File: src/rtl/dma_pkg.sv
package dma_pkg;
  typedef enum logic [1:0] {
    ST_IDLE = 2'd0,
    ST_REQ  = 2'd1,
    ST_BEAT = 2'd2
  } bus_st_e;

  localparam int CFG_OWN_BIT     = 7;
  localparam int CFG_RD_EDGE_BIT = 6;
  localparam int CFG_WR_EDGE_BIT = 5;

  localparam logic SEL_ADDR = 1'b0;
  localparam logic SEL_CNT  = 1'b1;

  localparam int WORD_BYTES = 4;
endpackage

File: src/rtl/dma_fifo.sv
module dma_fifo #(
  parameter int DW    = 32,
  parameter int DEPTH = 8
) (
  input  logic          clk,
  input  logic          rst,
  input  logic          push,
  input  logic [DW-1:0] wdata,
  input  logic          pop,
  output logic [DW-1:0] head,
  output logic          full,
  output logic          empty
);
  localparam int PW = (DEPTH > 1) ? $clog2(DEPTH) : 1;
  localparam int CW = $clog2(DEPTH + 1);

  logic [DW-1:0] mem [DEPTH];
  logic [PW-1:0] wp, rp;
  logic [CW-1:0] cnt;
  logic          do_push, do_pop;

  assign full    = (cnt == CW'(DEPTH));
  assign empty   = (cnt == '0);
  assign do_push = push && !full;
  assign do_pop  = pop && !empty;
  assign head    = mem[rp];

  always_ff @(posedge clk) begin
    if (do_push) mem[wp] <= wdata;
  end

  always_ff @(posedge clk) begin
    if (rst) begin
      wp  <= '0;
      rp  <= '0;
      cnt <= '0;
    end else begin
      if (do_push) wp <= (wp == PW'(DEPTH - 1)) ? '0 : wp + 1'b1;
      if (do_pop)  rp <= (rp == PW'(DEPTH - 1)) ? '0 : rp + 1'b1;
      case ({do_push, do_pop})
        2'b10:   cnt <= cnt + 1'b1;
        2'b01:   cnt <= cnt - 1'b1;
        default: cnt <= cnt;
      endcase
    end
  end


  fifo_bound_chk: assert property (@(posedge clk) disable iff (rst)
    cnt <= CW'(DEPTH));


  full_push_chk: assert property (@(posedge clk) disable iff (rst)
    full && push && !pop |=> full && $stable(wp));


  empty_pop_chk: assert property (@(posedge clk) disable iff (rst)
    empty && pop && !push |=> empty && $stable(rp));
endmodule

File: src/rtl/dma_strobe.sv
module dma_strobe #(
  parameter int STAGES = 2
) (
  input  logic clk,
  input  logic rst,
  input  logic edge_mode,
  input  logic strobe_n,
  output logic fire
);
  logic [STAGES:0] sh;

  always_ff @(posedge clk) begin
    if (rst) sh <= '1;
    else     sh <= {sh[STAGES-1:0], strobe_n};
  end

  always_comb begin
    if (edge_mode) fire = sh[STAGES] & ~sh[STAGES-1];
    else           fire = ~strobe_n;
  end


  one_fire_chk: assert property (@(posedge clk) disable iff (rst)
    edge_mode && fire |=> !fire);
endmodule

File: src/rtl/dma_regs.sv
module dma_regs #(
  parameter int AW = 32
) (
  input  logic          clk,
  input  logic          rst,
  input  logic          own_host,
  input  logic          host_we,
  input  logic          host_sel,
  input  logic [AW-1:0] host_wdata,
  input  logic          ao_we,
  input  logic          ao_sel,
  input  logic [AW-1:0] ao_wdata,
  input  logic          advance,
  output logic [AW-1:0] addr_q,
  output logic [AW-1:0] cnt_q,
  output logic          cnt_wr
);
  import dma_pkg::*;

  localparam logic [AW-1:0] STEP = AW'(WORD_BYTES);

  logic          wr;
  logic          sel;
  logic [AW-1:0] wd;

  assign wr     = own_host ? host_we : ao_we;
  assign sel    = own_host ? host_sel : ao_sel;
  assign wd     = own_host ? host_wdata : ao_wdata;
  assign cnt_wr = wr && (sel == SEL_CNT);

  always_ff @(posedge clk) begin
    if (rst) begin
      addr_q <= '0;
      cnt_q  <= '0;
    end else if (wr) begin
      if (sel == SEL_ADDR) addr_q <= wd;
      else                 cnt_q  <= {wd[AW-1:2], 2'b00};
    end else if (advance) begin
      addr_q <= addr_q + STEP;
      cnt_q  <= cnt_q - STEP;
    end
  end


  adv_step_chk: assert property (@(posedge clk) disable iff (rst)
    advance && !wr |=> addr_q == $past(addr_q) + STEP && cnt_q == $past(cnt_q) - STEP);


  foreign_wr_chk: assert property (@(posedge clk) disable iff (rst)
    !advance && !(own_host ? host_we : ao_we) |=> $stable(addr_q) && $stable(cnt_q));
endmodule

File: src/rtl/dma_chan.sv
module dma_chan #(
  parameter int DW     = 32,
  parameter int AW     = 32,
  parameter int DEPTH  = 8,
  parameter int STAGES = 2,
  parameter bit TO_MEM = 1'b1
) (
  input  logic          clk,
  input  logic          rst,
  input  logic [7:0]    cfg_byte,
  input  logic          chan_en,
  input  logic          host_we,
  input  logic          host_sel,
  input  logic [AW-1:0] host_wdata,
  input  logic          ao_we,
  input  logic          ao_sel,
  input  logic [AW-1:0] ao_wdata,
  input  logic          ao_wr_n,
  input  logic [DW-1:0] ao_wr_data,
  input  logic          ao_rd_n,
  output logic [DW-1:0] ao_rd_data,
  output logic          bus_req,
  input  logic          bus_gnt,
  output logic          bus_valid,
  output logic          bus_we,
  output logic [AW-1:0] bus_addr,
  output logic [DW-1:0] bus_wdata,
  input  logic [DW-1:0] bus_rdata,
  input  logic          bus_ack,
  input  logic          bus_err,
  output logic          irq_done,
  output logic          irq_err
);
  import dma_pkg::*;

  localparam logic [AW-1:0] LAST_BEAT = AW'(WORD_BYTES);

  logic          own_q, rd_edge_q, wr_edge_q;
  logic          wr_fire, rd_fire;
  logic          fifo_push, fifo_pop, fifo_full, fifo_empty;
  logic [DW-1:0] fifo_din, fifo_head;
  logic [AW-1:0] addr_q, cnt_q;
  logic          cnt_wr;
  logic          beat_ok, space_ok, go;
  bus_st_e       st;

  always_ff @(posedge clk) begin
    if (rst) begin
      own_q     <= cfg_byte[CFG_OWN_BIT];
      rd_edge_q <= cfg_byte[CFG_RD_EDGE_BIT];
      wr_edge_q <= cfg_byte[CFG_WR_EDGE_BIT];
    end
  end

  dma_strobe #(.STAGES(STAGES)) u_wr_stb (
    .clk(clk), .rst(rst), .edge_mode(wr_edge_q), .strobe_n(ao_wr_n), .fire(wr_fire)
  );

  dma_strobe #(.STAGES(STAGES)) u_rd_stb (
    .clk(clk), .rst(rst), .edge_mode(rd_edge_q), .strobe_n(ao_rd_n), .fire(rd_fire)
  );

  dma_fifo #(.DW(DW), .DEPTH(DEPTH)) u_fifo (
    .clk(clk), .rst(rst), .push(fifo_push), .wdata(fifo_din), .pop(fifo_pop),
    .head(fifo_head), .full(fifo_full), .empty(fifo_empty)
  );

  dma_regs #(.AW(AW)) u_regs (
    .clk(clk), .rst(rst), .own_host(own_q),
    .host_we(host_we), .host_sel(host_sel), .host_wdata(host_wdata),
    .ao_we(ao_we), .ao_sel(ao_sel), .ao_wdata(ao_wdata),
    .advance(beat_ok), .addr_q(addr_q), .cnt_q(cnt_q), .cnt_wr(cnt_wr)
  );

  assign beat_ok = (st == ST_BEAT) && bus_ack && !bus_err;
  assign bus_we  = TO_MEM;

  generate
    if (TO_MEM) begin : g_to_mem
      logic unused_side;
      assign unused_side = &{1'b0, rd_fire, bus_rdata, cfg_byte[4:0]};
      assign fifo_push = wr_fire;
      assign fifo_din  = ao_wr_data;
      assign fifo_pop  = beat_ok;
      assign space_ok  = !fifo_empty;
      always_comb ao_rd_data = '0;
    end else begin : g_from_mem
      logic unused_side;
      assign unused_side = &{1'b0, wr_fire, ao_wr_data, cfg_byte[4:0]};
      assign fifo_push = beat_ok;
      assign fifo_din  = bus_rdata;
      assign fifo_pop  = rd_fire;
      assign space_ok  = !fifo_full;
      always_ff @(posedge clk) begin
        if (rst)                         ao_rd_data <= '0;
        else if (rd_fire && !fifo_empty) ao_rd_data <= fifo_head;
      end
    end
  endgenerate

  assign go = chan_en && (cnt_q != '0) && !irq_err && space_ok;

  always_ff @(posedge clk) begin
    if (rst) begin
      st        <= ST_IDLE;
      bus_req   <= 1'b0;
      bus_valid <= 1'b0;
      bus_addr  <= '0;
      bus_wdata <= '0;
      irq_done  <= 1'b0;
      irq_err   <= 1'b0;
    end else begin
      if (cnt_wr) begin
        irq_done <= 1'b0;
        irq_err  <= 1'b0;
      end
      case (st)
        ST_IDLE: begin
          if (go) begin
            bus_req <= 1'b1;
            st      <= ST_REQ;
          end
        end
        ST_REQ: begin
          if (!go) begin
            bus_req <= 1'b0;
            st      <= ST_IDLE;
          end else if (bus_gnt) begin
            bus_valid <= 1'b1;
            bus_addr  <= addr_q;
            bus_wdata <= TO_MEM ? fifo_head : '0;
            st        <= ST_BEAT;
          end
        end
        ST_BEAT: begin
          if (bus_err) begin
            bus_valid <= 1'b0;
            bus_req   <= 1'b0;
            irq_err   <= 1'b1;
            st        <= ST_IDLE;
          end else if (bus_ack) begin
            bus_valid <= 1'b0;
            if (cnt_q == LAST_BEAT) begin
              bus_req  <= 1'b0;
              irq_done <= 1'b1;
              st       <= ST_IDLE;
            end else begin
              st <= ST_REQ;
            end
          end
        end
        default: st <= ST_IDLE;
      endcase
    end
  end


  grant_chk: assert property (@(posedge clk) disable iff (rst)
    $rose(bus_valid) |-> $past(bus_gnt) && $past(bus_req));


  valid_hold_chk: assert property (@(posedge clk) disable iff (rst)
    bus_valid && !bus_ack && !bus_err |=> bus_valid && $stable(bus_addr) && $stable(bus_wdata));


  cnt_zero_chk: assert property (@(posedge clk) disable iff (rst)
    cnt_q == '0 && $past(cnt_q == '0) |-> !bus_req);


  err_stop_chk: assert property (@(posedge clk) disable iff (rst)
    bus_valid && bus_err |=> !bus_req && irq_err && $stable(addr_q) && $stable(cnt_q));


  done_chk: assert property (@(posedge clk) disable iff (rst)
    bus_valid && bus_ack && !bus_err && cnt_q == LAST_BEAT |=> irq_done && !bus_req);
endmodule

File: config.mk
export PLATFORM = sky130hd
export DESIGN_NAME = dma_chan
export DESIGN_NICKNAME = d
export VERILOG_FILES = /design/src/rtl/dma_pkg.sv /design/src/rtl/dma_fifo.sv /design/src/rtl/dma_strobe.sv /design/src/rtl/dma_regs.sv /design/src/rtl/dma_chan.sv
export SDC_FILE = /design/constraint.sdc
export NUM_CORES = 1
export LEC_CHECK = 0
export ABC_CLOCK_PERIOD_IN_PS = 5900
export BUFFER_PORTS_ARGS = -buffer_cell sky130_fd_sc_hd__clkbuf_2
export CAP_MARGIN = 20
export CORE_ASPECT_RATIO = 0.9
export CORE_UTILIZATION = 35
export CTS_CLUSTER_DIAMETER = 100
export CTS_CLUSTER_SIZE = 30
export DETAILED_ROUTE_END_ITERATION = 6
export SLEW_MARGIN = 10
export SYNTH_ARGS = -nofsm -noshare
export SYNTH_HDL_FRONTEND = slang
export SYNTH_SLANG_ARGS = --single-unit
File: constraint.sdc
create_clock -name clk -period 5.9 [get_ports clk]
set_clock_uncertainty 0.15 [all_clocks]
set_input_delay 0.295 -clock clk [delete_from_list [all_inputs] [get_ports clk]]
set_output_delay 0.295 -clock clk [all_outputs]
set_load 0.005 [all_outputs]
==> flow_summary.json, run 1 <==
{
  "grt-ovfl-total": 0,
  "total_power_mw": 5.354,
  "portBuffers": 176,
  "cts_max_level": 1,
  "cts_tree": "yes",
  "drt_first_pass_iters": 5,
  "critPathSlowestCell": "nand2_1",
  "root_buffer": "clkbuf_16",
  "wl_mm": 42.39,
  "layout_min_cycle_time_ps": 3102,
  "grt.busiest_layer": "met2",
  "synthXorXnorAreaFrac_pct": 0.1514,
  "critPathTopFamily": "simple AND/OR/NAND/NOR gates",
  "dieArea_sq_um": 50490,
  "drv_cap": 0,
  "worstSetupPathType": "reg2reg",
  "cts_made_buffers": 19,
  "grtUsageMet2_pct": 29.08,
  "grt_pass1_wl_mm": 65.45,
  "combPwrFrac_pct": 11.4,
  "syn-cell-area_sq_um": 17360,
  "hold_class": "in2reg",
  "p_int_mw": 3.970,
  "layout.nets": 1696,
  "vias": 11438,
  "fin_tns_setup_ps": 0,
  "synthArstFlopShare_pct": 0,
  "place.gp.congestion": 0.8598,
  "postCtsSetupBuffers": 0,
  "clkSinkCount": 403,
  "synthTopCellsByCount": "edfxtp_1, dfxtp_1, nand2_1, nor2_1, a21oi_1",
  "antenna_found_initial": 1,
  "yosys_warnings": 0,
  "relSlewSlack_pct": 31.33,
  "worst_pin_slew_ps": 1028,
  "crit_top_cell": "nand2_1",
  "seqPwrFrac_pct": 58.4,
  "use_met3_pct": 2.767,
  "peakVddDrop_uv": 191.6,
  "synth-main-ff-cell": "edfxtp_1",
  "core_sq_um": 49040,
  "clk_latency_ps": 560,
  "clkPwrFrac_pct": 30.2,
  "synth.avg_cell_area_sq_um": 12.82,
  "die-width_um": 236.8,
  "first_global_vias": 11244,
  "critPathRequiredTime_ps": 6180,
  "finalMaxSlewViolations": 0,
  "synth_mux_area_share_pct": 12.34,
  "min_period_over_period_pct": 52.58,
  "drt_iter0_drc": 944,
  "grt_use_total_pct": 16.65,
  "synth.distinct_cells": 63,
  "static-leakage-power_nw": 6.615,
  "setup.worst_path.start": "own_q",
  "viasPerCell": 5.254,
  "crit_arrival_ps": 3380,
  "synthAdderAreaFrac_pct": 1.196,
  "synth_top_area_share_pct": 44.63,
  "r2r_setup_slack_ps": 2800,
  "outcome": "complete, no violations",
  "cp-start-kind": "flip-flop",
  "path_buf_inv": 1,
  "row_count": 77,
  "rsz0062_at_grt": "no",
  "place_hpwl_mm": 26.35,
  "timing.hold.ws_ps": 97.19,
  "wl_per_cell_um": 19.47,
  "power_switching_mw": 1.384,
  "synth_edf_count": 258,
  "drive_gt1_share_pct": 22.80,
  "synth_top_family_by_area": "multiplexers",
  "area_growth_pct": 14.39,
  "cts_buffer_depth": 3,
  "start_util_pct": 35.40,
  "io_pins": 249,
  "ant_nets": 0,
  "grt_max_degree": 78,
  "seq_area_frac_synth_pct": 61.35,
  "synth-compound-area-share_pct": 10.57,
  "crit_chain": "buf_4, mux2i_4, nand2_1, nand2_1, o21ai_0, a22oi_1, a21oi_1",
  "synth.area.top_cells": "edfxtp_1, dfxtp_1, mux4_2",
  "remaining_drc_errors": 0,
  "met1_usage_pct": 21.71,
  "r2r-start": "own_q",
  "die_h_um": 213.3,
  "cp_slowest_stage_delay_ps": 870,
  "setup_viol": 0,
  "clk_pin_slew_worst_paths_ps": 120,
  "synth_area_leader_cell": "edfxtp_1",
  "synth_cells": 1354,
  "hold_viol_final": 0,
  "yosys.area_share.simple_pct": 10.60,
  "powerDensity_nw_per_um2": 269.6,
  "maxClockFrequency_ghz": 0.3224,
  "min_from": "bus_ack",
  "p_sw_share_pct": 25.86,
  "yosys_register_bits": 403,
  "endpoint_kind": "flip-flop",
  "yosysMostFrequentCell": "edfxtp_1",
  "critPathMaxFanout": 39
}
-- layer usage --
layer,vias up,wire [um]
li1,5387,-
met1,5673,18750
met2,336,20520
met4,0,820
met3,42,2300
met5,-,0
-- path summary, 6_finish.rpt --
kind,end,cells past startpoint
min reg2reg,u_wr_stb.sh[1],1
max,u_regs.cnt_q[30],7
min,st[1],5
max reg2reg,u_regs.cnt_q[30],7
-- final cells by class --
cell class,instances,area (sq um)
multi-input cells,855,6237
clock buffers,28,530.5
fillers,4610,29180
diodes,1,2.502
flip-flops and latches,403,10660
repair buffers,241,1508
clock inverters,5,87.58
well taps,632,790.8
inverters,12,45.04
-- metrics by stage --
stage	instances	setup slack [ps]	area [sq um]	util [%]
floorplan	1385	1055	17480	-
global placement	2099	2767	18770	38.28
detailed placement	2100	2710	18800	38.34
CTS	2175	2737	19840	40.46
global route	2177	2626	19860	40.49
finish	2177	2798	19860	40.49
-- what timing repair did --
item,CTS,global route
endpoints found under the setup margin,0,0
gates resized for setup,0,0
hold buffers,42,0
endpoints found under the hold margin,263,0
-- registers in the layout, summed over array words and instances, names as in the netlist, 2 cells and up --
name           count
bus_wdata         32
u_regs.addr_q     32
u_fifo.wp          3
u_fifo.rp          3
u_wr_stb.sh        3
st                 2
bus_addr          32
u_fifo.mem       256
u_regs.cnt_q      30
u_fifo.cnt         4
-- power by group through the flow --
| stage | registers, mW | clock network [mW] | logic (mW) |
|---|---|---|---|
| 4_1_cts | 3.13 | 1.67 | 0.610 |
| 6_report | 3.13 | 1.62 | 0.611 |
| 5_1_grt | 3.14 | 1.76 | 0.673 |
| 3_5_place_dp | 3.19 | 0 | 0.583 |
| 3_3_place_gp | 3.18 | 0 | 0.572 |
| 2_1_floorplan | 3.18 | 0 | 0.396 |
-- kinds of logic after synthesis --
| logic type | Yosys count |
|---|---|
| xor+xnor | 3 |
| flops | 403 |
| buf+inv | 127 |
| mux | 133 |
| fa+ha+maj | 16 |
| other cells | 2 |
| simple gates | 391 |
| compound gates | 279 |
-- worst min-delay path: stages --
cell and delay (ps):
clkbuf_2 110, o2bb2ai_1 180, a211oi_1 70, nand2_1 60, a21oi_1 50
-- layout by cell type (no fill, tap or decap), drive strengths merged, types with 23 or more instances in the layout --
| master | count |
|---|---|
| edfxtp | 258 |
| clkbuf | 203 |
| dfxtp | 145 |
| nand2 | 121 |
| nor2 | 121 |
| a21oi | 108 |
| o21ai | 70 |
| mux4 | 64 |
| mux2i | 61 |
| a211oi | 43 |
| dlygate4sd3 | 42 |
| nor3 | 36 |
| conb | 33 |
| buf | 24 |
| nand3 | 23 |
Power figures use the tool's default switching activity.
==> run 2, diff against run 1 <==
--- a/config.mk
+++ b/config.mk
@@ -5,7 +5,8 @@
 export SDC_FILE = /design/constraint.sdc
 export NUM_CORES = 1
 export LEC_CHECK = 0
-export ABC_CLOCK_PERIOD_IN_PS = 5900
+export ABC_AREA = 1
+export ABC_CLOCK_PERIOD_IN_PS = 3180
 export BUFFER_PORTS_ARGS = -buffer_cell sky130_fd_sc_hd__clkbuf_2
 export CAP_MARGIN = 20
 export CORE_ASPECT_RATIO = 0.9
==> constraint.sdc (replaced) <==
create_clock -name clk -period 3.18 [get_ports clk]
set_clock_uncertainty 0.15 [all_clocks]
set_input_delay 0.159 -clock clk [delete_from_list [all_inputs] [get_ports clk]]
set_output_delay 0.159 -clock clk [all_outputs]
set_load 0.005 [all_outputs]
==> run 2 against run 1 <==
Compared with the run above: cell count rose by 35%; sequential share of layout area fell by 3.9 points; maximum frequency rose by 5.5%; die area rose by 5.3%; core utilization rose by 0.96 points; setup slack got worse by 2600 ps; global-route usage rose by 1.3 points; sequential cell count did not move; clock power rose by 81%; critical path depth rose by 1.
==> flow_summary.json, run 2 <==
{
  "synth_top_area_share_pct": 42.35,
  "drv_cap": 0,
  "cts_max_level": 1,
  "synth_cells": 2016,
  "final_cell_area_sq_um": 21430,
  "whs_path_depth": 5,
  "finalMaxSlewViolations": 0,
  "syn-cell-area_sq_um": 18300,
  "relSlewSlack_pct": 39.17,
  "cts_made_buffers": 19,
  "seq_area_frac_synth_pct": 58.21,
  "largest_reg_flops": 256,
  "rsz0062_at_grt": "no",
  "grt-ovfl-total": 0,
  "n_fill_cell": 5007,
  "synth.distinct_cells": 50,
  "dpl_cell_area_sq_um": 19720,
  "crit_arrival_ps": 3250,
  "endpoint_kind": "flip-flop",
  "peakVddDrop_uv": 289.9,
  "yosysMostFrequentCell": "nand2_1",
  "synth-main-ff-cell": "edfxtp_1",
  "remaining_drc_errors": 0,
  "setup_viol": 0,
  "area_growth_pct": 17.14,
  "largest_register": "u_fifo.mem",
  "hold_path_end": "u_regs.cnt_q[16]",
  "layout.nets": 2401,
  "clkSinkCount": 403,
  "static-leakage-power_nw": 8.271,
  "maxClockFrequency_ghz": 0.3401,
  "hold_viol_final": 0,
  "start_util_pct": 35.39,
  "io_pins": 249,
  "cts_tree": "yes",
  "synth_edf_count": 258,
  "outcome": "complete, no violations",
  "grt_max_degree": 130,
  "core_sq_um": 51700,
  "critPathMaxFanout": 45,
  "min_from": "ao_sel",
  "layout_min_cycle_time_ps": 2940,
  "synthTopCellsByCount": "nand2_1, edfxtp_1, nand3_1",
  "layout_commonest_cell": "nand2_1",
  "powerDensity_nw_per_um2": 517.5,
  "root_buffer": "clkbuf_16",
  "postCtsSetupBuffers": 0,
  "synth.area.top_cells": "edfxtp_1, dfxtp_1, nand2_1",
  "synthArstFlopShare_pct": 0,
  "yosys_register_bits": 403,
  "worst_pin_slew_ps": 912.5,
  "drt_iter0_drc": 1135,
  "yosys_warnings": 0,
  "reg2reg_depth": 8,
  "place_hpwl_mm": 30.13,
  "reg2reg_to": "u_regs.cnt_q[29]",
  "place.gp.congestion": 0.8847,
  "cp-start-kind": "flip-flop",
  "cts_buffer_depth": 3,
  "vias": 14495,
  "synth.avg_cell_area_sq_um": 9.075,
  "die-width_um": 243.0,
  "worstSetupPathType": "reg2reg",
  "r2r_setup_slack_ps": 240,
  "antenna_found_initial": 6,
  "hold_class": "in2reg",
  "critPathRequiredTime_ps": 3490,
  "clk_latency_ps": 560,
  "synth_area_leader_cell": "edfxtp_1",
  "drt_first_pass_iters": 7,
  "fin_tns_setup_ps": 0,
  "r2r-start": "own_q",
  "grt_pass1_wl_mm": 75.69,
  "min_period_over_period_pct": 92.45,
  "row_count": 79,
  "die_h_um": 218.9,
  "wl_mm": 48.86,
  "portBuffers": 176,
  "ant_nets": 0,
  "wl_per_cell_um": 16.62,
  "first_global_vias": 13609,
  "drive_gt1_share_pct": 14.22,
  "clk_pin_slew_worst_paths_ps": 120,
  "grt_use_total_pct": 17.93,
  "final_cell_mix": "nand2_1, edfxtp_1, nand3_1",
  "dieArea_sq_um": 53190,
  "viasPerCell": 4.932
}
run 2: changes by cell type in the layout (fill, tap and decap cells not counted), sizes merged, moves of 13 or more:
cell | previous run | this run
a211oi | 43 | 2
xor2 | 2 | 16
xnor2 | 1 | 14
a31oi | 11 | 36
mux4 | 64 | 0
nand3 | 23 | 231
a21oi | 108 | 126
dlygate4sd3 | 42 | 110
inv | 15 | 84
nor3 | 36 | 18
mux2i | 61 | 1
nand2 | 121 | 695
run 2: layout make-up:
type                            count  area (sq um)  area share [%]
Clock inverter                      7         103.9          0.4846
Clock buffer                       27         505.5           2.359
Tap cell                          688         860.8           4.017
Inverter                           85         326.6           1.524
Timing Repair Buffer              311          2260           10.54
Sequential cell                   403         10660           49.72
Antenna cell                        1         2.502         0.01168
Multi-Input combinational cell   1417          6716           31.34
run 2: critical path: stages, from the launching register on:
cell	delay, ps
edfxtp_1	410
buf_4	350
mux2i_2	290
dlygate4sd3_1	640
nand2_1	110
nand2_2	300
inv_4	230
o21ai_0	250
a21oi_1	60
run 2: worst max path at each step:
stage          cells past startpoint  slack (ps)               end       from
5_1_grt                            8          30   u_regs.cnt_q[9]      own_q
4_1_cts                            8         120   u_regs.cnt_q[9]      own_q
3_3_place_gp                      16         380     u_fifo.cnt[3]      st[0]
3_5_place_dp                      16         380     u_fifo.cnt[3]      st[0]
6_report                           8         240  u_regs.cnt_q[29]      own_q
2_1_floorplan                      7         280  u_fifo.mem[1][0]  wr_edge_q
run 2: repair_timing:
item / CTS / global route
hold endpoints to repair: 348 / 0
hold buffers: 110 / 0
setup endpoints to repair: 0 / 25
gates resized for setup: 0 / 2
run 2: through the flow:
stage	util [%]	hold slack (ps)	worst slack, ps	total power, mW	std cells
5_1_grt	41.46	66.28	28.67	11.62	2939
3_5_place_dp	38.14	198.2	381.5	8.109	2794
3_3_place_gp	38.14	198.4	377.6	8.059	2794
6_report	41.46	44.49	240.0	11.09	2939
4_1_cts	41.45	21.30	118.0	11.16	2938
2_1_floorplan	-	102.5	277.0	7.527	2047
run 2: logic make-up after synthesis:
logic type / after synthesis / share of synthesized area [%]
other cells: 2 / 0.04105
xor+xnor: 30 / 1.436
fa+ha+maj: 16 / 1.135
flops: 403 / 58.21
mux: 1 / 0.07521
compound gates: 253 / 7.769
simple gates: 1084 / 25.29
buf+inv: 227 / 6.039
run 2: report_power, final:
| group | total (mW) | leakage [nW] | internal [mW] | switching, mW |
|---|---|---|---|---|
| combinational | 2.06 | 4.46 | 0.743 | 1.32 |
| sequential | 6.09 | 3.53 | 5.85 | 0.237 |
| clock | 2.94 | 0.286 | 1.19 | 1.75 |
| total | 11.1 | 8.27 | 7.78 | 3.31 |
run 2: layer usage:
metal | wire length [um] | GRT usage, % | share of wire, % | vias to the layer above
li1 | - | - | - | 7136
met1 | 21960 | 23.86 | 45 | 6837
met2 | 22330 | 29.30 | 46 | 422
met3 | 2900 | 3.253 | 5.9 | 90
met4 | 1604 | 6.331 | 3.3 | 10
met5 | 65 | 0 | 0.13 | -
